`config.mk`:
```
export PLATFORM = sky130hd
export DESIGN_NAME = twc_slave
export DESIGN_NICKNAME = d
export VERILOG_FILES = /design/src/rtl/twc_pkg.sv /design/src/rtl/twc_sync.sv /design/src/rtl/twc_rx.sv /design/src/rtl/twc_regfile.sv /design/src/rtl/twc_slave.sv
export SDC_FILE = /design/constraint.sdc
export NUM_CORES = 1
export LEC_CHECK = 0
export BUFFER_PORTS_ARGS = -buffer_cell sky130_fd_sc_hd__buf_2
export CORE_UTILIZATION = 35
export CTS_CLUSTER_SIZE = 14
export DETAILED_ROUTE_END_ITERATION = 8
export PLACE_DENSITY = 0.59
export SLEW_MARGIN = 20
export SYNTH_ARGS = -nofsm -noshare
export SYNTH_HDL_FRONTEND = slang
export SYNTH_HIERARCHICAL = 1
export SYNTH_SLANG_ARGS = --single-unit
```
`constraint.sdc`:
```
create_clock -name clk -period 4.5 [get_ports clk]
set_clock_uncertainty 0.15 [all_clocks]
set_input_delay 0 -clock clk [delete_from_list [all_inputs] [get_ports clk]]
set_output_delay 0 -clock clk [all_outputs]
set_load 0.03 [all_outputs]
```
`src/rtl/twc_pkg.sv`:
```
package twc_pkg;

    typedef enum logic [2:0] {
        ST_ADDR,
        ST_SKIP,
        ST_WREG,
        ST_WDATA,
        ST_WDONE,
        ST_RSEND,
        ST_RDONE
    } twc_state_e;

    localparam logic [1:0] OPM_WRITE = 2'b10;
    localparam logic [1:0] OPM_READ  = 2'b11;

endpackage

```
`src/rtl/twc_sync.sv`:
```
module twc_sync #(
    parameter int N      = 3,
    parameter int STAGES = 2
) (
    input  logic         clk,
    input  logic         rst_n,
    input  logic [N-1:0] raw_i,
    output logic [N-1:0] lvl_o
);

    logic [N-1:0] stg_q [STAGES];

    always_ff @(posedge clk or negedge rst_n) begin
        if (!rst_n) begin
            for (int i = 0; i < STAGES; i++) stg_q[i] <= '0;
        end else begin
            stg_q[0] <= raw_i;
            for (int i = 1; i < STAGES; i++) stg_q[i] <= stg_q[i-1];
        end
    end

    assign lvl_o = stg_q[STAGES-1];

endmodule

```
`src/rtl/twc_rx.sv`:
```
module twc_rx (
    input  logic       clk,
    input  logic       rst_n,
    input  logic       clear_i,
    input  logic       sample_i,
    input  logic       din_i,
    output logic [7:0] byte_o,
    output logic       byte_done_o
);

    logic [6:0] sh_q;
    logic [2:0] cnt_q;

    always_ff @(posedge clk or negedge rst_n) begin
        if (!rst_n) begin
            sh_q  <= '0;
            cnt_q <= '0;
        end else if (clear_i) begin
            cnt_q <= '0;
        end else if (sample_i) begin
            sh_q  <= {din_i, sh_q[6:1]};
            cnt_q <= cnt_q + 3'd1;
        end
    end

    assign byte_o      = {din_i, sh_q};
    assign byte_done_o = sample_i && !clear_i && (cnt_q == 3'd7);

    // a completed byte needs eight samples since the last restart
    p_byte_after_eight_r1: assert property (@(posedge clk) disable iff (!rst_n)
        byte_done_o |=> (cnt_q == 3'd0));

endmodule

```
`src/rtl/twc_regfile.sv`:
```
module twc_regfile #(
    parameter int W      = 16,
    parameter int ADDR_W = 7,
    parameter int DEPTH  = 32
) (
    input  logic              clk,
    input  logic              rst_n,
    input  logic              we_i,
    input  logic [ADDR_W-1:0] waddr_i,
    input  logic [W-1:0]      wdata_i,
    input  logic [ADDR_W-1:0] raddr_i,
    output logic [W-1:0]      rdata_o,
    output logic              rvalid_o
);

    localparam int IDX_W = (DEPTH > 1) ? $clog2(DEPTH) : 1;

    logic [W-1:0] mem_q [DEPTH];

    always_ff @(posedge clk or negedge rst_n) begin
        if (!rst_n) begin
            for (int i = 0; i < DEPTH; i++) mem_q[i] <= '0;
        end else if (we_i) begin
            for (int i = 0; i < DEPTH; i++) begin
                if (32'(waddr_i) == i) mem_q[i] <= wdata_i;
            end
        end
    end

    assign rvalid_o = 32'(raddr_i) < 32'(DEPTH);
    assign rdata_o  = rvalid_o ? mem_q[raddr_i[IDX_W-1:0]] : '0;

endmodule

```
`src/rtl/twc_slave.sv`:
```
module twc_slave
    import twc_pkg::*;
#(
    parameter logic [5:0] DEV_ID      = 6'b010100,
    parameter int         REG_W       = 16,
    parameter int         ADDR_W      = 7,
    parameter int         NUM_IMPL    = 32,
    parameter int         SYNC_STAGES = 2
) (
    input  logic clk,
    input  logic rst_n,
    input  logic bus_clk_i,
    input  logic bus_mode_i,
    input  logic bus_dat_i,
    output logic bus_dat_o,
    output logic bus_dat_oe
);

    localparam int NBYTES  = REG_W / 8;
    localparam int FRAME_W = 8 + REG_W;
    localparam int CNT_W   = $clog2(FRAME_W + 1);
    localparam int BI_W    = (NBYTES > 1) ? $clog2(NBYTES) : 1;
    localparam int WBUF_W  = REG_W - 8;

    // ---- synchronizers and edge detection
    logic [2:0] lvl;
    logic       clk_s, mode_s, dat_s;
    logic       clk_p, mode_p;
    logic       clk_rise, clk_fall, mode_rise, mode_fall;

    twc_sync #(.N(3), .STAGES(SYNC_STAGES)) u_sync (
        .clk   (clk),
        .rst_n (rst_n),
        .raw_i ({bus_dat_i, bus_mode_i, bus_clk_i}),
        .lvl_o (lvl)
    );

    assign {dat_s, mode_s, clk_s} = lvl;

    always_ff @(posedge clk or negedge rst_n) begin
        if (!rst_n) begin
            clk_p  <= 1'b0;
            mode_p <= 1'b0;
        end else begin
            clk_p  <= clk_s;
            mode_p <= mode_s;
        end
    end

    assign clk_rise  = clk_s & ~clk_p;
    assign clk_fall  = ~clk_s & clk_p;
    assign mode_rise = mode_s & ~mode_p;
    assign mode_fall = ~mode_s & mode_p;

    // ---- byte receiver
    logic [7:0] rx_byte;
    logic       byte_done;

    twc_rx u_rx (
        .clk         (clk),
        .rst_n       (rst_n),
        .clear_i     (mode_rise | mode_fall),
        .sample_i    (clk_rise),
        .din_i       (dat_s),
        .byte_o      (rx_byte),
        .byte_done_o (byte_done)
    );

    // ---- state and datapath registers
    twc_state_e          state_q, state_d;
    logic [7:0]          dev_byte_q;
    logic                dev_ok_q;
    logic [ADDR_W-1:0]   reg_addr_q;
    logic [ADDR_W-1:0]   ptr_q;
    logic [WBUF_W-1:0]   wbuf_q;
    logic [BI_W-1:0]     byte_idx_q;
    logic [FRAME_W-1:0]  tx_sh_q;
    logic [CNT_W-1:0]    tx_cnt_q;
    logic                oe_q;

    logic                dev_match;
    logic                last_byte;
    logic                reg_we;
    logic [REG_W-1:0]    reg_wdata;
    logic [REG_W-1:0]    rd_data;
    logic                rd_valid;
    logic [FRAME_W-1:0]  tx_frame;

    assign dev_match = dev_ok_q && (dev_byte_q[7:2] == DEV_ID);
    assign last_byte = (byte_idx_q == BI_W'(NBYTES - 1));
    assign reg_we    = (state_q == ST_WDATA) && byte_done && last_byte;
    assign reg_wdata = {wbuf_q, rx_byte};

    twc_regfile #(.W(REG_W), .ADDR_W(ADDR_W), .DEPTH(NUM_IMPL)) u_regs (
        .clk      (clk),
        .rst_n    (rst_n),
        .we_i     (reg_we),
        .waddr_i  (reg_addr_q),
        .wdata_i  (reg_wdata),
        .raddr_i  (ptr_q),
        .rdata_o  (rd_data),
        .rvalid_o (rd_valid)
    );

    // read frame: echo byte first, then register bytes high to low
    always_comb begin
        tx_frame[7:0] = {ptr_q, ~rd_valid};
        for (int i = 0; i < NBYTES; i++) begin
            tx_frame[8 + 8*i +: 8] = rd_data[REG_W - 8 - 8*i +: 8];
        end
    end

    // ---- next-state logic
    always_comb begin
        state_d = state_q;
        if (mode_fall) begin
            state_d = ST_ADDR;
        end else if (mode_rise) begin
            if (dev_match && dev_byte_q[1:0] == OPM_WRITE)     state_d = ST_WREG;
            else if (dev_match && dev_byte_q[1:0] == OPM_READ) state_d = ST_RSEND;
            else                                               state_d = ST_SKIP;
        end else begin
            unique case (state_q)
                ST_WREG:  if (byte_done) state_d = rx_byte[0] ? ST_WDONE : ST_WDATA;
                ST_WDATA: if (byte_done && last_byte) state_d = ST_WDONE;
                ST_RSEND: if (clk_fall && tx_cnt_q == CNT_W'(FRAME_W - 1)) state_d = ST_RDONE;
                ST_ADDR, ST_SKIP, ST_WDONE, ST_RDONE: state_d = state_q;
                default:  state_d = ST_ADDR;
            endcase
        end
    end

    // ---- state register
    always_ff @(posedge clk or negedge rst_n) begin
        if (!rst_n) state_q <= ST_ADDR;
        else        state_q <= state_d;
    end

    // ---- datapath and output registers
    always_ff @(posedge clk or negedge rst_n) begin
        if (!rst_n) begin
            dev_byte_q <= '0;
            dev_ok_q   <= 1'b0;
            reg_addr_q <= '0;
            ptr_q      <= '0;
            wbuf_q     <= '0;
            byte_idx_q <= '0;
            tx_sh_q    <= '0;
            tx_cnt_q   <= '0;
            oe_q       <= 1'b0;
        end else if (mode_fall) begin
            dev_ok_q <= 1'b0;
            oe_q     <= 1'b0;
        end else begin
            if (state_q == ST_ADDR && !mode_s && byte_done) begin
                dev_byte_q <= rx_byte;
                dev_ok_q   <= 1'b1;
            end
            if (mode_rise && state_d == ST_RSEND) begin
                tx_sh_q  <= tx_frame;
                tx_cnt_q <= '0;
                oe_q     <= 1'b1;
            end
            if (state_q == ST_RSEND && clk_fall) begin
                tx_sh_q  <= tx_sh_q >> 1;
                tx_cnt_q <= tx_cnt_q + CNT_W'(1);
                if (tx_cnt_q == CNT_W'(FRAME_W - 1)) oe_q <= 1'b0;
            end
            if (state_q == ST_WREG && byte_done) begin
                if (rx_byte[0]) ptr_q      <= rx_byte[7:1];
                else            reg_addr_q <= rx_byte[7:1];
                byte_idx_q <= '0;
            end
            if (state_q == ST_WDATA && byte_done) begin
                wbuf_q     <= WBUF_W'({wbuf_q, rx_byte});
                byte_idx_q <= byte_idx_q + BI_W'(1);
            end
        end
    end

    assign bus_dat_oe = oe_q;
    assign bus_dat_o  = oe_q & tx_sh_q[0];

    // ---- assertions
    // driver enabled only while a read frame is in flight
    p_oe_only_sending_r9: assert property (@(posedge clk) disable iff (!rst_n)
        bus_dat_oe |-> (state_q == ST_RSEND));

    // a falling mode line releases the data line
    p_release_on_mode_fall_r9: assert property (@(posedge clk) disable iff (!rst_n)
        mode_fall |=> !bus_dat_oe);

    // the driven bit only moves after a falling bus-clock edge
    p_dout_holds_r8: assert property (@(posedge clk) disable iff (!rst_n)
        (bus_dat_oe && !clk_fall && !mode_fall) |=> $stable(bus_dat_o));

    // register writes need a matching identity and write code
    p_write_needs_match_r2: assert property (@(posedge clk) disable iff (!rst_n)
        reg_we |-> (dev_byte_q[7:2] == DEV_ID && dev_byte_q[1:0] == OPM_WRITE));

    // ignored phases never drive
    p_skip_silent_r3: assert property (@(posedge clk) disable iff (!rst_n)
        (state_q == ST_SKIP) |-> !bus_dat_oe);

    // frame counter stays inside the frame while driving
    p_frame_bound_r6: assert property (@(posedge clk) disable iff (!rst_n)
        bus_dat_oe |-> (tx_cnt_q < CNT_W'(FRAME_W)));

endmodule

```
=== Word-level counts from Yosys, hierarchy flattened ===
Index checks and enable logic that the tools add are counted.

* Register bits: 595
* Input bits: 5
* Output and inout bits: 2
* Logic and storage cells: 200

* Add/subtract/negate cells: 3
* Magnitude comparators: 2
* Equal/unequal tests: 43
* Mux-type cells: 27
* Bitwise logic cells: 15
* Reduce and logical (&&, ||, !) cells: 62

{| class="wikitable"
|+ Operators with widths
! cell !! count
|-
| 7-bit by 5-bit == test with 1-bit output (second input constant) || 16
|-
| 16-bit binary-select mux with 5-bit select || 1
|-
| 2-bit AND reduction || 37
|-
| 7-bit by 4-bit == test with 1-bit output (second input constant) || 8
|-
| 16-bit 2-to-1 mux || 3
|-
| 24-bit 2-to-1 mux || 2
|-
| 3-bit 2-to-1 mux || 10
|-
| 7-bit by 3-bit == test with 1-bit output (second input constant) || 4
|-
| 3-bit == test (second input constant) || 5
|-
| 7-bit by 2-bit == test with 1-bit output (second input constant) || 2
|-
| 1-bit logical AND || 14
|-
| 3-bit case mux with 4 select lines || 1
|-
| 5-bit 2-to-1 mux || 2
|-
| 1-bit 2-to-1 mux || 8
|-
| 1-bit NOT || 8
|-
| 2-bit nonzero test || 4
|-
| 7-bit by 1-bit == test with 1-bit output (second input constant) || 1
|-
| 7-bit logical NOT || 1
|-
| 7-bit by 6-bit < comparator with 1-bit output (second input constant) || 1
|-
| 3-bit by 2-bit == test with 1-bit output (second input constant) || 2
|-
| 6-bit by 5-bit == test with 1-bit output (second input constant) || 1
|-
| 6-bit >= comparator (second input constant) || 1
|-
| 5-bit NOT with 6-bit output || 1
|-
| 3-bit AND reduction || 2
|-
| 11 further kinds || 17
|}

=== Logic depth before layout (Yosys ltp) ===
Gate-level depths: netlist (run 1).

* Depth in word-level cells: 17
* Mapped depth: 15
* Gate-level depth less buffers: 11

=== By module ===
Netlist (run 1), hierarchy kept.

{| class="wikitable"
|+ By module, submodules not included
! module !! instances !! cells an instance !! area an instance (sq um) !! sequential area each (sq um)
|-
| twc_regfile || 1 || 1481 || 23266.1 || 12812.3
|-
| twc_slave || 1 || 230 || 3105.5 || 1676.6
|-
| twc_rx || 1 || 30 || 452.9 || 250.2
|-
| twc_sync || 1 || 9 || 172.7 || 150.1
|}

=== Worst setup path after synthesis (run 1) ===
No wires, ideal clock.

* Kind: register to register
* Start: register u_sync.stg_q (netlist bit u_sync/lvl_o[1])
* End: register u_regs/mem_q[277] (netlist name)
* Setup time: 125 ps
* Data arrival time: 3314 ps
* Required time: 4225 ps
* Slack: 911 ps
* Stages on the path, launching flop included: 15
* Path buffers: 4
* Clock period less this slack: 3589 ps
* Cells stage by stage: dfrtp_1 buf_4 inv_1 ha_1 inv_1 nand2b_1 buf_6 nor2_1 nor2b_1 and4_1 or4b_1 clkbuf_1 nor3_2 buf_4 mux2_2

* Longest elaborated chain between the ends: 9
* Elaborated cells on any way between the ends: 10
* Classes of those cells: bitwise: 4; reduce/logical: 6

{| class="wikitable"
|+ Ends and longest elaborated chain
! item !! line !! source
|-
| start, declared || twc_sync.sv:11 || <nowiki>logic [N-1:0] stg_q [STAGES];</nowiki>
|-
| 1-bit NOT || twc_slave.sv:53 || <nowiki>assign mode_fall = ~mode_s & mode_p;</nowiki>
|-
| 1-bit AND || twc_slave.sv:53 ||
|-
| 1-bit OR * || twc_slave.sv:62 || <nowiki>.clear_i (mode_rise | mode_fall),</nowiki>
|-
| 1-bit logical NOT * || twc_rx.sv:27 || <nowiki>assign byte_done_o = sample_i && !clear_i && (cnt_q == 3'd7);</nowiki>
|-
| 1-bit logical AND * (2 in a row) || twc_rx.sv:27 ||
|-
| via byte_done || twc_slave.sv:57 || <nowiki>logic byte_done;</nowiki>
|-
| 1-bit logical AND * (2 in a row) || twc_slave.sv:91 || <nowiki>assign reg_we = (state_q == ST_WDATA) && byte_done && last_byte;</nowiki>
|-
| via reg_we || twc_slave.sv:83 || <nowiki>logic reg_we;</nowiki>
|-
| 2-bit AND reduction (no source line) * || n/a ||
|-
| end signal, assigned by index || twc_regfile.sv:25 || <nowiki>if (32'(waddr_i) == i) mem_q[i] <= wdata_i;</nowiki>
|-
| end, declared || twc_regfile.sv:18 || <nowiki>logic [W-1:0] mem_q [DEPTH];</nowiki>
|}

The timed path passes the listed nets; every way through them passes the cells marked *.
A chain may end at the register's enable or synchronous reset.

=== Worst setup path in the final report (run 1) ===
* Start: register u_sync.stg_q (netlist bit u_sync/lvl_o[0])
* End: register u_regs/mem_q[313] (netlist name)

* Longest elaborated chain between the ends: 6

{| class="wikitable"
|+ Ends and longest elaborated chain
! item !! line !! source
|-
| 1-bit AND || twc_slave.sv:50 || <nowiki>assign clk_rise = clk_s & ~clk_p;</nowiki>
|-
| via clk_rise || twc_slave.sv:29 || <nowiki>logic clk_rise, clk_fall, mode_rise, mode_fall;</nowiki>
|-
| 1-bit logical AND (2 in a row) || twc_rx.sv:27 ||
|-
| via byte_done || twc_slave.sv:57 ||
|-
| 1-bit logical AND (2 in a row) || twc_slave.sv:91 ||
|-
| via reg_we || twc_slave.sv:83 ||
|-
| 2-bit AND reduction (no source line) || n/a ||
|}

The timed path passes the listed nets, and every way through them passes these cells.

==> results of run 1 <==
[registers in the layout (all words and copies together) (netlist names)]
signal,count
u_regs/mem_q,512
tx_sh_q,24
dev_byte_q,8
wbuf_q,8
ptr_q,7
reg_addr_q,7
u_rx/sh_q,7
tx_cnt_q,5
state_q,3
u_rx/cnt_q,3
u_sync/lvl_o,3
u_sync/stg_q,3
bus_dat_oe,1
byte_idx_q,1
clk_p,1
dev_ok_q,1
mode_p,1
[report_power, final]
group          internal (W)  switching, W
registers           0.00538      0.000295
clock network       0.00301       0.00219
logic             0.0000910      0.000228
total               0.00848       0.00272
[per-stage QoR]
step           hold slack (ns)  utilization (%)  std cells
6_report                0.0217             40.1       2832
5_1_grt                 0.0738             40.1       2831
4_1_cts                 0.0392             40.1       2831
3_5_place_dp           -0.0378             37.2       2705
3_3_place_gp           -0.0413             37.2       2705
2_1_floorplan           -0.446                -       1750
[worst max path at each step]
stage,startpoint,endpoint,slack (ns),depth (start not counted)
2_1_floorplan,u_sync/lvl_o[1],u_regs/mem_q[277],0.91,14
3_3_place_gp,u_sync/lvl_o[1],u_regs/mem_q[317],0.60,11
3_5_place_dp,u_sync/lvl_o[0],u_regs/mem_q[310],0.51,9
4_1_cts,u_sync/lvl_o[0],u_regs/mem_q[318],0.48,9
5_1_grt,u_sync/lvl_o[0],u_regs/mem_q[317],0.23,9
6_report,u_sync/lvl_o[0],u_regs/mem_q[313],0.43,9
[cell families after synthesis]
kind of cell | Yosys count | share of synthesized area, %
DFF | 595 | 55.2
and+or+nand+nor | 114 | 2.41
muxes | 775 | 36.8
buffers and inverters | 162 | 2.63
xor gates and xnor gates | 1 | 0.0324
AOI/OAI and AO/OA | 98 | 2.78
adders and majority gates | 5 | 0.232
[cell type report]
class                      count  area, um2
fill                        7046      45600
multi-input combinational    993      11400
timing repair buffer          82        748
inverter                      13       48.8
sequential                   595      14900
tap                         1030       1290
antenna                        1       2.50
clock buffer                 102       1960
clock inverter                16        121
[per-layer routing]
layer	global-route usage [%]	vias up	wire length (um)
li1	-	6538	-
met5	0	-	0
met3	3.37	126	3080
met2	28.2	279	32000
met4	6.29	0	2190
met1	23.7	8251	29800
[worst max-delay path: cells and delay by family (launching register included)]
| kind | cells | cell delay, ns |
|---|---|---|
| simple gates | 8 | 2.86 |
| mux | 1 | 0.48 |
| flops | 1 | 0.43 |
[cells in the final DEF (no fill, tap or decap), drive strengths merged, types with 18 or more instances in the layout]
| cell type | n |
|---|---|
| nor2 | 21 |
| dfrtp | 595 |
| mux4 | 112 |
| clkbuf | 102 |
| inv | 18 |
| mux2i | 69 |
| nand2 | 31 |
| mux2 | 594 |
| buf | 75 |
==> results.md, run 1 <==
Critical path:
- Setup slack on the worst reg-to-reg path comes out at 0.43 ns.
- The critical setup path kind is flop to flop.
- The count of cells along the worst register-to-register path is 9.
- The worst endpoint required time is 4.81 ns.
- The largest individual stage delay along the critical path comes from the cell or4b_1.
- STA classifies the critical path startpoint as a flop.
- The largest stage delay on the critical path is 0.63 ns.
- The endpoint type of the worst setup path is a flop.
- Along the worst path, the maximum fanout reaches 16.
- The endpoint of the most critical register-to-register path is u_regs/mem_q[313].
- Counting stages on the worst path, the most repeated cell is nor2b_1.
- The worst register-to-register path begins at u_sync/lvl_o[0].
- For the worst setup path, the data arrival time is 4.38 ns.
- The critical path goes through nor2b_1 > nand2b_1 > nor2_1 > nor2b_1 > and4_1 > or4b_1 > nor3_4 > nand3_2 > mux2_1.

Global route:
- The global-route wire length before repair is 103 mm.
- The pin count of the biggest net entering global routing is 127.
- The overall fraction of global-route tracks in use is 17.6%.
- The number of global-route vias before repair was 16300.
- The total global routing overflow is 0.
- The number of antenna violations at the first check in global routing is 1.

Finish:
- The area growth from synthesis to layout is 12.9%.
- Of the cells placed in the final design, the portion with a size suffix greater than 1 is 49.8%.
- The number of nets in the layout is 1761.
- The final design area excluding fillers is 30500 um2.

STA:
- The clock period minus worst slack is 4.07 ns.
- The worst path uses 90.4% of the clock period.
- The worst slew margin relative to its limit is 38.9%.
- The highest achievable clock rate is 246 MHz.
- The final max-slew violation count is 0.
- The setup-violating endpoint count in the final report is 0.
- At the pin with the least slew margin, the transition time is 0.917 ns.
- Setup repair after global routing left no endpoint under its margin.
- The number of hold violations in the final report came to 0.
- In the post-route analysis, the smallest setup slack over all paths is 0.431 ns.
- The setup TNS is 0 ns.

Die:
- The placeable core region is 76100 um2.
- The die is 280 um tall.
- In this run the count of I/O pins placed on the die edge is 7.
- In this run the core area contains 101 standard-cell rows.
- The x dimension of the die is 280 um.
- The effective utilization at floorplan is 35.5%.
- The die footprint is 78200 um2.

CTS:
- TritonCTS created 66 clock buffers.
- The post-cts gate resize count is 0.
- TritonCTS built the clock tree.
- The H-tree depth reported by CTS is 3.
- The clock tree root buffer cell is clkbuf_16.
- After clock tree synthesis, the clock-pin slew on the worst setup and hold paths is 0.06 ns.
- The clock sink count is 595.
- Counting along the longest clock path gives a buffer depth of 3.
- In this run, post-CTS hold repair placed 8 buffers.
- Buffers added to address setup during post-CTS repair amount to 0.
- The later pin in the worst-skew pair is clocked with a latency of 0.60 ns.

Detailed routing:
- Dividing the detail-routed wire length by the instance count gives 23.7 um.
- The violation count after the first detailed-route iteration is 912.
- In the routed layout, each cell is associated on average with a via count of 5.37.
- The number of nets with antenna violations after detailed routing is 0.
- The post-route DRC violation count is 0.
- The via total after detailed routing is 15200.
- The overall routed net length is 67.1 mm.
- For this run, the detailed router's first-pass iteration total came to 5.

Synthesis:
- In this run the cell area of the synthesized design comes to 27000 um2.
- The post-synthesis average cell area is 15.4 um2.
- The synthesized design contains 595 register bits.
- Yosys attributes the largest share of cell area to dfrtp_1 55%, mux2_2 24%, mux4_2 9.3%, mux2i_1 2.6%, clkbuf_1 1.2%.
- The commonest cells after synthesis are 595 x dfrtp_1, 572 x mux2_2, 112 x mux4_2, 87 x clkbuf_1, 69 x mux2i_1.
- The number of different library cells in the post-synthesis netlist is 59.
- The most instantiated flip-flop cell in the synthesis netlist is dfrtp_1.
- Summed over its instances, the top area cell type makes up 55.2% of the synthesized netlist area.
- The count of warnings emitted by yosys is 6.
- The synthesized design spends more area on one cell type than any other, namely dfrtp_1.
- The synthesized design contains 0 enable-type register cells.
- After synthesis, the share of flip-flops with an asynchronous set or reset is 100%.
- The portion of the post-synthesis area used by sequential elements is 55.2%.
- The synthesized instance count is 1750.
- In the post-synthesis netlist, the cell with the most instances is dfrtp_1.
- Synthesis produced a netlist with a net count of 1760.

Power and ir drop:
- The power density over cell area is 367 nW/um2.
- Across the VDD grid, the largest voltage drop is 0.244 mV.
- In this run the static leakage power is 14.4 nW.
- The overall power consumption is 0.0112 W.

Status:
- The run finished with clean final reports.

Placement:
- The count of buffers from port buffering is 6.
- The cell area reported after detailed placement is 28300 um2.
- The half-perimeter wire length of the detailed placement result is 39.7 mm.
- The pre-CTS worst setup slack is 0.508 ns.
- The placer congestion estimate is 0.814.

Min path:
- The kind of path behind the tightest hold check is input pin to asynchronous set/reset pin.

Job:
- The number of max-cap violations is 0.
Note: power is estimated with default switching activity, not from simulation.
==> inputs of run 2 (changes only) <==
Settings changed: PLACE_DENSITY 0.59 to 0.6.
==> run 2 against run 1 <==
Effect of this change: global-route usage shrank 0.097 points; power about the same; largest power group unchanged; critical path depth is the same; critical path type unchanged; combinational power grew 26%.
==> results.md, run 2 (synthesized netlist as in run 1, its figures left out) <==
Status:
- The run finished with clean final reports.

Power and ir drop:
- The switching share of power was 23.7% (-0.60 points).
- The register share of total power was 50.2% (-0.5 points).
- The power share of the combinational group is 3.6% (+0.7 points).
- The internal portion of total power was 0.00855 W (+0.74%).
- The power spent charging and discharging nets is 0.00265 W (-2.5%).
- The static leakage is 14.3 nW (-0.20%).
- The share of power burned in the clock network is 46.3% (-0.2 points).
- The worst vdd rail ir drop is 0.234 mV (-4.3%).
- The power density over cell area was 367 nW/um2 (about the same).

Finish:
- The proportion of layout cells with a drive suffix above 1 came to 49.7% (about the same).
- The flip-flop count of the largest register, all copies and words added is 512 (unchanged).
- The library cell used most frequently in the layout, excluding fill and tap cells, is dfrtp_1.
- The number of nets in the layout is 1756 (-0.28%).
- The library cells used most frequently in the layout, excluding fill and tap cells, are 585 x dfrtp_1, 572 x mux2_2, 112 x mux4_2.
- More flip-flops sit in one register than any other, and that register is u_regs/mem_q.
- The final design area excluding fillers is 30500 um2 (about the same).
- The largest registers in the layout are u_regs/mem_q x512, tx_sh_q x24.
- The area growth from synthesis to layout came to 12.8% (about the same).
- The non-filler instance count after layout is 2823 (-0.32%).

STA:
- The setup TNS was 0 ns (unchanged).
- The share of the clock period used by the worst path is 91.5% (+1.0 points).
- The worst slew margin relative to its limit is 26.0% (-13 points).
- The final max-slew violation count is 0 (unchanged).
- Setup repair after global routing left no endpoint under its margin.
- The highest achievable clock rate came to 243 MHz (-1.1%).
- The clock period minus worst slack came to 4.12 ns (+0.0467 ns).
- The number of hold violations in the final report is 0 (unchanged).
- The slew at the pin closest to its max-slew limit is 1.11 ns (+0.191 ns).
- The least setup slack across all paths after layout was 0.385 ns (-0.0467 ns).
- The setup-violating endpoint count in the final report came to 0 (unchanged).

Placement:
- The placer congestion estimate came to 0.841 (+3.3%).
- The pre-CTS worst setup slack is 0.442 ns (-0.0662 ns).
- The count of buffers from port buffering is 6 (unchanged).
- The cell area reported after detailed placement is 28300 um2 (-0.14%).
- The half-perimeter wire length of the detailed placement result is 39.2 mm (-1.1%).
- The placed instance count is 2699 (-0.22%).

CTS:
- The latest clock arrival within the worst-skew pair was 0.61 ns (about the same).
- The clock transition at the registers of the reported paths is 0.06 ns (about the same).
- The root buffer cell chosen for the clock tree is clkbuf_16.
- The H-tree depth reported by CTS came to 3 (unchanged).
- The clock sink count was 595 (unchanged).
- The number of buffers inserted during clock tree synthesis is 66 (unchanged).
- The deepest clock path buffer count is 3 (unchanged).
- The post-cts gate resize count was 0 (unchanged).
- The TritonCTS clock tree is yes.

Global route:
- The number of global-route vias before repair is 16500 (+0.99%).
- The overall fraction of global-route tracks in use is 17.5% (-0.097 points).
- The pin count of the biggest net entering global routing is 127 (unchanged).
- The number of antenna violations at the first check in global routing came to 1 (unchanged).
- The global-route wire length before repair is 103 mm (-0.29%).
- The total global routing overflow is 0 (unchanged).

Critical path:
- Among the stages of the critical path, the cell type that occurs most often is nor2b_1.
- The number of buffer and inverter stages on the critical path is 0 (unchanged).
- STA classifies the critical path startpoint as a flop.
- The worst endpoint required time came to 4.82 ns (about the same).
- The critical path arrival is 4.43 ns (+0.05 ns).
- Walking the worst path, the cells encountered are nor2b_1 > nand2b_1 > nor2_1 > nor2b_1 > and4_1 > or4b_1 > nor3_4 > nand3_2 > mux2_1.
- The largest stage delay on the critical path is 0.63 ns (about the same).
- The peak fanout along the critical path is 16 (unchanged).
- The setup path with the least slack is of type flop to flop.
- The family with the most delay on the worst path is simple AND/OR/NAND/NOR gates.
- The slowest stage of the critical path is the or4b_1 cell.
- The worst setup path is captured at a flop.

Detailed routing:
- The via-per-instance ratio is 5.40 (+0.66%).
- The via total after detailed routing came to 15200 (+0.34%).
- The overall routed net length is 66.1 mm (-1.4%).
- The number of nets with antenna violations after detailed routing came to 0 (unchanged).
- The per-cell routed wire length came to 23.4 um (-1.1%).
- The post-route DRC violation count is 0 (unchanged).
- The count of TritonRoute iterations in the first routing pass is 7 (+2).
- The violation count after the first detailed-route iteration is 955 (+4.7%).

Die:
- The effective utilization at floorplan is 35.5% (unchanged).
- The number of I/O pins is 7 (unchanged).
- The die span in y came to 280 um (unchanged).
- The placeable core region is 76100 um2 (unchanged).
- The die footprint is 78200 um2 (unchanged).
- The x dimension of the die came to 280 um (unchanged).
- The number of cell rows is 101 (unchanged).

Job:
- The number of max-cap violations came to 0 (unchanged).

Min path:
- The worst hold path belongs to the class flop to flop.
-- run 2: cell count changes in the layout (fill, tap and decap cells not counted) --
| cell | delta |
|---|---|
| clkbuf_8 | -3 |
| buf_4 | -6 |
| diode_2 | +2 |
| dfrtp_2 | +1 |
| nor2b_1 | -1 |
| nor2_1 | -2 |
| clkinv_8 | -2 |
| dfrtp_1 | -1 |
| clkbuf_16 | +4 |
| nor2_2 | +2 |
| clkbuf_1 | -2 |
| dlygate4sd3_1 | +1 |
| nor2b_2 | +1 |
| inv_6 | -3 |
-- run 2: metrics by stage --
step	utilization, %	hold slack (ns)	total power [W]
after floorplan	-	-0.446	0.00576
after global placement	37.2	-0.0399	0.00610
after detailed placement	37.2	-0.0387	0.00612
after CTS	40.0	0.00538	0.0113
after global routing	40.0	0.208	0.0116
final	40.0	0.197	0.0112
-- run 2: layout make-up --
cell class                      instances  area [um2]
Antenna cell                            3        7.51
Inverter                               13        48.8
Tap cell                             1030        1290
Sequential cell                       595       14900
Clock buffer                          101        2010
Fill cell                            6973       45600
Multi-Input combinational cell        993       11400
Clock inverter                         11        62.6
Timing Repair Buffer                   77         713
-- run 2: routing by layer --
metal / vias to the layer above / wire length [um] / part of all wire (%) / GRT usage [%]
li1: 6504 / - / - / -
met1: 8292 / 28600 / 43 / 23.2
met2: 325 / 32400 / 49 / 28.5
met3: 124 / 3000 / 4.5 / 2.84
met4: 0 / 2110 / 3.2 / 7.06
met5: - / 0 / 0 / 0
-- run 2: worst paths after layout --
check	start	end	slack, ns	depth (start not counted)
worst max register to register	u_sync/lvl_o[0]	u_regs/mem_q[317]	0.38	9
max in group asynchronous	rst_n	wbuf_q[1]	2.59	5
worst min register to register	u_sync/stg_q[5]	u_sync/lvl_o[2]	0.20	0
min in group asynchronous	rst_n	tx_cnt_q[1]	0.27	3
worst min-delay path	u_sync/stg_q[5]	u_sync/lvl_o[2]	0.20	0
worst max-delay path	u_sync/lvl_o[0]	u_regs/mem_q[317]	0.38	9
-- run 2: what timing repair did --
action	CTS	global route
hold buffers	7	1
buffers inserted	0	0
endpoints found under the hold margin	123	35
-- run 2: power by group through the flow --
stage	logic [W]	registers [W]	clock network [W]
6_report	0.000403	0.00561	0.00518
5_1_grt	0.000444	0.00563	0.00554
4_1_cts	0.000410	0.00562	0.00532
3_5_place_dp	0.000403	0.00571	0
3_3_place_gp	0.000389	0.00571	0
2_1_floorplan	0.000228	0.00553	0
==> inputs of run 3 (changes only) <==
Settings changed: CELL_PAD_IN_SITES_DETAIL_PLACEMENT set to 0, CELL_PAD_IN_SITES_GLOBAL_PLACEMENT set to 1, HOLD_SLACK_MARGIN set to 0.15, PLACE_DENSITY 0.6 to 0.66.
Clock period 4.5 ns to 5.1 ns, I/O delays scaled along.
==> run 3 against run 2 <==
Effect of this change: highest routed layer unchanged; core utilization grew 0.077 points; combinational power shrank 7.9%; maximum frequency shrank 4.6%; first-iteration DRC count grew 2.1%; worst setup slack gained 0.40 ns; critical path type unchanged; register-to-register slack gained 0.40 ns; sequential share of layout area shrank 0.11 points; design area grew 0.19%; wire length grew 1.6%; clock-buffer cell count shrank 1.
==> results.md, run 3 (synthesized netlist as in run 1, its figures left out) <==
CTS:
- The H-tree depth reported by CTS was 3 (unchanged).
- In this run the clock root is driven by a clkbuf_16.
- The clock transition at the registers of the reported paths is 0.06 ns (about the same).
- The clock sink count came to 595 (unchanged).
- The number of buffers inserted during clock tree synthesis was 68 (+3.0%).
- The TritonCTS clock tree is yes.
- The latest clock arrival within the worst-skew pair is 0.61 ns (about the same).
- The deepest clock path buffer count is 3 (unchanged).
- The post-cts gate resize count was 0 (unchanged).

Placement:
- The cell area reported after detailed placement was 28200 um2 (-0.38%).
- The half-perimeter wire length of the detailed placement result is 39.5 mm (+0.54%).
- The placer congestion estimate is 0.812 (-3.5%).
- The count of buffers from port buffering is 6 (unchanged).

Die:
- The die span in y is 280 um (unchanged).
- The number of cell rows is 101 (unchanged).
- The placeable core region is 76100 um2 (unchanged).
- The x dimension of the die is 280 um (unchanged).
- The effective utilization at floorplan is 35.5% (unchanged).
- The number of I/O pins is 7 (unchanged).
- The die footprint came to 78200 um2 (unchanged).

STA:
- The worst slew margin relative to its limit is 28.6% (+2.6 points).
- The setup TNS is 0 ns (unchanged).
- The number of hold violations in the final report is 0 (unchanged).
- Setup repair after global routing left no endpoint under its margin.
- The share of the clock period used by the worst path is 84.6% (-6.9 points).
- The final max-slew violation count is 0 (unchanged).
- The clock period minus worst slack was 4.31 ns (+0.198 ns).
- The setup-violating endpoint count in the final report is 0 (unchanged).
- The slew at the pin closest to its max-slew limit is 1.07 ns (-0.0386 ns).
- The highest achievable clock rate is 232 MHz (-4.6%).

Detailed routing:
- The post-route DRC violation count is 0 (unchanged).
- The number of nets with antenna violations after detailed routing is 0 (unchanged).
- The via total after detailed routing is 15100 (-1.0%).
- The via-per-instance ratio is 5.36 (-0.67%).
- The per-cell routed wire length is 23.9 um (+2.0%).
- The overall routed net length was 67.2 mm (+1.6%).
- The count of TritonRoute iterations in the first routing pass came to 5 (-2).
- The violation count after the first detailed-route iteration was 975 (+2.1%).

Finish:
- The largest registers in the layout are u_regs/mem_q x512, tx_sh_q x24.
- The flip-flop count of the largest register, all copies and words added came to 512 (unchanged).
- The post-layout utilization of the core came to 40.1% (+0.077 points).
- The final design area excluding fillers came to 30500 um2 (+0.19%).
- The proportion of layout cells with a drive suffix above 1 is 49.4% (-0.34 points).
- Leaving out fill and tap cells, the most frequent cells in the layout are 589 x dfrtp_1, 572 x mux2_2, 112 x mux4_2.
- The area growth from synthesis to layout is 13.1%.
- Leaving out fill and tap cells, the most frequent cell in the layout is dfrtp_1.
- The register name with the most flops is u_regs/mem_q.
- The number of nets in the layout came to 1743 (-0.74%).
- The fill cell total of the finished layout is 6990 (+0.24%).

Status:
- The flow ran to the end, and the final reports show no timing, DRC or antenna violations.

Min path:
- The number of stages on the worst hold path came to 0 (unchanged).
- In this run the worst hold path is classified as flop to flop.

Power and ir drop:
- The static leakage is 14.4 nW (+0.16%).
- The worst vdd rail ir drop is 0.224 mV (-4.2%).
- The power density over cell area is 334 nW/um2 (-9.1%).

Global route:
- The total global routing overflow is 0 (unchanged).
- The number of antenna violations at the first check in global routing came to 0 (-1).
- The overall fraction of global-route tracks in use is 17.7% (+0.18 points).
- The pin count of the biggest net entering global routing is 155 (+22%).
- The global-route wire length before repair came to 104 mm (+0.87%).
- The number of global-route vias before repair came to 16300 (-1.3%).

Critical path:
- The peak fanout along the critical path is 16 (unchanged).
- STA classifies the critical path endpoint as a flop.
- The minimum setup slack among reg-to-reg paths is 0.79 ns (+0.40 ns).
- The critical path in this run is classified as flop to flop.
- The critical path arrival is 4.64 ns (+0.21 ns).
- The count of cells along the worst register-to-register path is 10 (+1).
- The worst endpoint required time is 5.43 ns (+0.61 ns).
- The startpoint type of the worst setup path is a flop.

Job:
- The number of max-cap violations was 0 (unchanged).
-- run 3: cell count changes in the layout (fill, tap and decap cells not counted), moves of 2 or more --
cell	before	now
clkbuf_8	12	16
diode_2	3	1
nor2_1	18	21
dfrtp_2	8	4
dfrtp_1	585	589
buf_4	54	38
clkbuf_1	18	14
nor2_2	3	0
inv_6	2	4
bufinv_16	0	4
-- run 3: repair_timing --
| action | in CTS | in global routing |
|---|---|---|
| hold endpoints to repair | 598 | 0 |
| setup buffers | 0 | 0 |
| hold buffers | 9 | 0 |
-- run 3: path summary, 6_finish.rpt --
check | start | to
setup / recovery | u_sync/lvl_o[0] | u_regs/mem_q[479]
hold / removal | u_sync/stg_q[5] | u_sync/lvl_o[2]
setup reg to reg | u_sync/lvl_o[0] | u_regs/mem_q[479]
hold reg to reg | u_sync/stg_q[5] | u_sync/lvl_o[2]
max in group asynchronous | rst_n | u_regs/mem_q[68]
min in group asynchronous | rst_n | wbuf_q[3]
-- run 3: cell type report --
| type | instances | area, um2 | area share [%] |
|---|---|---|---|
| Timing Repair Buffer | 62 | 613 | 2.01 |
| Tap cell | 1030 | 1290 | 4.22 |
| Inverter | 13 | 48.8 | 0.160 |
| Sequential cell | 595 | 14900 | 48.8 |
| Multi-Input combinational cell | 993 | 11400 | 37.4 |
| Clock buffer | 100 | 2020 | 6.63 |
| Antenna cell | 1 | 2.50 | 0.00820 |
| Clock inverter | 19 | 221 | 0.726 |
-- run 3: routing by layer --
layer / global-route usage (%) / vias up / share of wire [%]
met3: 3.18 / 112 / 3.8
met4: 5.79 / 0 / 3.0
met2: 28.4 / 249 / 48
li1: - / 6495 / -
met1: 24.1 / 8233 / 46
met5: 0 / - / 0
-- run 3: critical path: stages, from the launching register on --
cell and delay (ns):
dfrtp_1 0.43, nor2b_1 0.41, nand2b_1 0.10, buf_4 0.20, nor2_1 0.22, nor2b_1 0.29
and4_1 0.37, or4b_1 0.62, nor2_1 0.26, nand2_1 0.61, mux2_2 0.51
-- run 3: where the power goes --
part	internal (W)	leakage, nW	switching (W)
Combinational	0.0000869	4.98	0.000284
Sequential	0.00475	8.28	0.000195
Clock	0.00295	1.11	0.00193
Total	0.00779	14.4	0.00241
-- run 3: metrics by stage --
step	setup WS [ns]	hold WS, ns	power (W)	std cells
after floorplan	1.51	-0.446	0.00508	1750
after CTS	0.824	0.209	0.0104	2812
after detailed placement	0.840	-0.0472	0.00541	2684
after global routing	0.428	0.245	0.0106	2812
after global placement	0.883	-0.0693	0.00539	2684
final	0.787	0.210	0.0102	2813
